<file path="src/rtl/pin_capture_unit.sv">
module pin_capture_unit #(
  parameter int NCH  = 4,
  parameter int NPIN = 32,
  parameter int TW   = 24,
  parameter int SELW = $clog2(NPIN + 1)
) (
  input  logic                clk,
  input  logic                rst_n,
  input  logic [NPIN-1:0]     gpio_in,
  input  logic [TW-1:0]       tmr_val,
  input  logic [NCH*SELW-1:0] sel_code,
  input  logic [NCH-1:0]      fall_sel,
  input  logic [NCH-1:0]      irq_en,
  input  logic [NCH-1:0]      clr_pend,
  output logic [NCH*TW-1:0]   cap_val,
  output logic [NCH-1:0]      pend,
  output logic [NCH-1:0]      pin_lvl,
  output logic                cap_irq
);

  logic [NCH-1:0] raw, live, s1, s2, prv, hit;

  for (genvar i = 0; i < NCH; i++) begin : g_ch
    logic [SELW-1:0] code;
    logic [TW-1:0]   cap_q;
    assign code = sel_code[i*SELW +: SELW];

    always_comb begin
      raw[i]  = 1'b0;
      live[i] = 1'b0;
      for (int j = 0; j < NPIN; j++) begin
        if (code == SELW'(j + 1)) begin
          raw[i]  = gpio_in[j];
          live[i] = 1'b1;
        end
      end
    end

    assign hit[i] = live[i] & (fall_sel[i] ? (prv[i] & ~s2[i]) : (s2[i] & ~prv[i]));

    always_ff @(posedge clk or negedge rst_n) begin
      if (!rst_n) begin
        s1[i]   <= 1'b0;
        s2[i]   <= 1'b0;
        prv[i]  <= 1'b0;
        pend[i] <= 1'b0;
        cap_q   <= '0;
      end else begin
        s1[i]  <= raw[i];
        s2[i]  <= s1[i];
        prv[i] <= s2[i];
        if (hit[i] && (!pend[i] || clr_pend[i])) begin
          cap_q   <= tmr_val;
          pend[i] <= 1'b1;
        end else if (clr_pend[i]) begin
          pend[i] <= 1'b0;
        end
      end
    end

    assign cap_val[i*TW +: TW] = cap_q;
  end

  assign pin_lvl = s2;
  assign cap_irq = |(pend & irq_en);

endmodule


</file>
<file path="config.mk">
export PLATFORM = sky130hd
export DESIGN_NAME = pin_capture_unit
export DESIGN_NICKNAME = d
export VERILOG_FILES = /design/src/rtl/pin_capture_unit.sv
export SDC_FILE = /design/constraint.sdc
export NUM_CORES = 1
export LEC_CHECK = 0
export BUFFER_PORTS_ARGS = -buffer_cell sky130_fd_sc_hd__buf_2
export CAP_MARGIN = 25
export CORE_ASPECT_RATIO = 1.4
export CORE_MARGIN = 2
export CORE_UTILIZATION = 52
export DETAILED_ROUTE_END_ITERATION = 16
export HOLD_SLACK_MARGIN = 0.05
export PLACE_DENSITY = 0.81
export SYNTH_ARGS = -nofsm -noshare
export SYNTH_HDL_FRONTEND = slang
export SYNTH_SLANG_ARGS = --single-unit
</file>
<file path="constraint.sdc">
create_clock -name clk -period 1.5 [get_ports clk]
set_input_delay 0.225 -clock clk [delete_from_list [all_inputs] [get_ports clk]]
set_output_delay 0.225 -clock clk [all_outputs]
set_load 0.02 [all_outputs]
</file>
==> impl_metrics.yaml <==
synthesis:
  yosysWarnings: 0
  synth_area_um2: 6170
  async_reset_ff_frac: 1.00
  seq_area_frac_synth: 0.454
  synth-seq-cells: 112
  synth_ff_type: "dfrtp_1"
  syn_nets: 670
  syn_area_per_cell_um2: 10.7
  synth_edf_count: 0
  synthCells: 576
  yosysUniqueCellTypes: 66
grt:
  grtUsageTotal: 0.326
  grt_pass1_wl_um: 32000
  grt_overflow: 0
  grt_max_degree: 29
  antenna_found_initial: 0
  grt_pass1_vias: 6163
worst_setup_path:
  crit_family: "simple AND/OR/NAND/NOR gates"
  worstPathRequired_ns: 1.72
  max_stage_delay_ns: 0.54
  worstSetupPathType: "in -> reg"
  crit_arrival_ns: 1.84
  r2r_slack_ns: -0.11
  cp_cell_sequence: "buf_2 -> or4_4 -> nor2_4 -> xnor2_2 -> nand3_4 -> buf_12 -> mux2_2"
  path_buf_inv: 2
  cp_slowest_cell: "or4_4"
  worstSetupStartpointType: "input port"
  critPathCaptureType: "flop"
  path_max_fanout: 12
timing:
  max_freq_mhz: 618
  fin_ws_ns: -0.118
  setup_tns_ns: -5.31
  setup_viol: 76
  finalCriticalPeriod_ns: 1.62
  finClkSkew_ns: 0.0129
  relSlewSlack: 0.725
  worst_pin_slew_ns: 0.407
  period_share: 1.08
  slew_violations: 0
  rsz0062_at_grt: "yes"
  hold_violations: 0
placed_design:
  gp_congestion: 0.962
  io_buffers: 198
  dp.cells: 1005
  dp.final_hpwl_um: 15900
final_layout:
  fill_cells: 798
  finalNonFillerCells: 1027
  final_cell_mix: "buf_2 (189), buf_4 (114), dfrtp_1 (112)"
  nets: 970
  layout-drive-gt1-share: 0.556
  area_delta_synth_final_pct: 43.8
  final_util: 0.759
  antenna_cells: 0
  final_common_cell: "buf_2"
detailed_routing:
  routed-wl-met2_um: 11100
  drc: 0
  via_per_inst: 5.95
  wl_met3_um: 1510
  vias: 6107
  wl_per_cell_um: 20.9
  antenna_left: 0
  wl_um: 21400
  highest_layer: "met4"
  drtIter0Drc: 273
  firstDrtPassIters: 6
  met1_length_um: 7790
cts:
  clk_latency_ns: 0.34
  cts.sinks: 112
  clk_pin_slew_ns: 0.07
  cts.root.buffer_cell: "clkbuf_16"
  h-tree-depth: 3
  clockBufferDepth: 2
  cts_tree: "done"
  cts_inserted_buffers: 9
pwr:
  p_per_area_nw_per_um2: 1480
  ir_worst_vdd_mv: 0.776
  power.leakage_nw: 4.19
  power.total_mw: 13.1
die:
  io_pins: 199
  dieArea_um2: 12800
  core-area_um2: 11700
  start_util: 0.527
  dieHeight_um: 133
  num_rows: 47
  die_x_um: 96.1
job:
  cap_violations: 0
outcome:
  outcome: "complete, but fails checks"
  violations: "negative setup slack"
min_path:
  hold_path_class: "in -> reg"
cell usage after synthesis, types with 6 or more instances:
master | n | area, µm²
dfrtp_1 | 112 | 2800
mux2_2 | 100 | 1130
nand2_1 | 44 | 165
nor2_1 | 40 | 150
o21ai_0 | 28 | 140
a21oi_1 | 19 | 95.1
clkbuf_1 | 14 | 52.6
buf_2 | 13 | 65.1
nand2b_1 | 13 | 81.3
mux2i_1 | 12 | 120
nor2b_1 | 12 | 75.1
inv_1 | 10 | 37.5
a211oi_1 | 9 | 67.6
nand3_1 | 9 | 45.0
nor3_1 | 8 | 40.0
a31oi_1 | 7 | 43.8
o211ai_1 | 6 | 45.0
o32ai_1 | 6 | 52.6
power breakdown:
part           internal, mW  total [mW]  switching (mW)
Clock                  1.34        2.37            1.03
Combinational          2.37        5.68            3.32
Sequential             4.29        5.06           0.775
Total                  7.99        13.1            5.13
final timing paths:
| check | to | from | depth (start not counted) |
|---|---|---|---|
| setup / recovery | g_ch[1].cap_q[10] | sel_code[6] | 7 |
| hold / removal | g_ch[1].cap_q[8] | tmr_val[8] | 2 |
| setup reg to reg | g_ch[0].cap_q[4] | pin_lvl[0] | 4 |
| hold reg to reg | pin_lvl[2] | s1[2] | 0 |
| max in group asynchronous | g_ch[3].cap_q[23] | rst_n | 3 |
| min in group asynchronous | g_ch[3].cap_q[20] | rst_n | 2 |
through the flow:
step	hold slack, ns	setup WS, ns	instance area [µm²]
after detailed placement	0.184	-0.498	8290
after global placement	0.174	-0.497	8290
final	0.158	-0.118	8880
after CTS	0.149	-0.102	8780
after global routing	0.162	-0.161	8880
after floorplan	-0.0706	-0.372	6360
cell families (layout without fill, tap and decap cells):
kind of cell,count (synthesis),count (layout),share of synthesized area
multiplexers,116,116,0.217
XOR/XNOR,4,4,0.00568
buffers and inverters,45,349,0.0324
AND/OR/NAND/NOR,173,173,0.149
AO/OA/AOI/OAI,126,126,0.142
flip-flops,112,112,0.454
per-layer routing:
metal | GRT usage | vias to the layer above
met1 | 0.371 | 2978
met4 | 0.164 | 0
met5 | 0 | -
met3 | 0.0535 | 72
met2 | 0.574 | 290
li1 | - | 2767
cell type report:
type / count / area, µm² / area share
Inverter: 10 / 40.0 / 0.00451
Multi-Input combinational cell: 419 / 3420 / 0.385
Timing Repair Buffer: 324 / 2140 / 0.241
Clock inverter: 4 / 52.6 / 0.00592
Sequential cell: 112 / 2800 / 0.316
Clock buffer: 11 / 243 / 0.0273
Tap cell: 147 / 184 / 0.0207
what timing repair did:
item | CTS | global route
gates resized for setup | 43 | 14
endpoints found under the hold margin | 24 | 0
endpoints found under the setup margin | 76 | 83
pin swaps | 18 | 5
gates cloned | 0 | 1
hold buffers | 1 | 0
buffers inserted | 4 | 1
state kept, by name (all words and copies together) (netlist names):
name        flops
pin_lvl         4
s1              4
prv             4
pend            4
g_ch.cap_q     96
(Power assumes the default switching activity.)
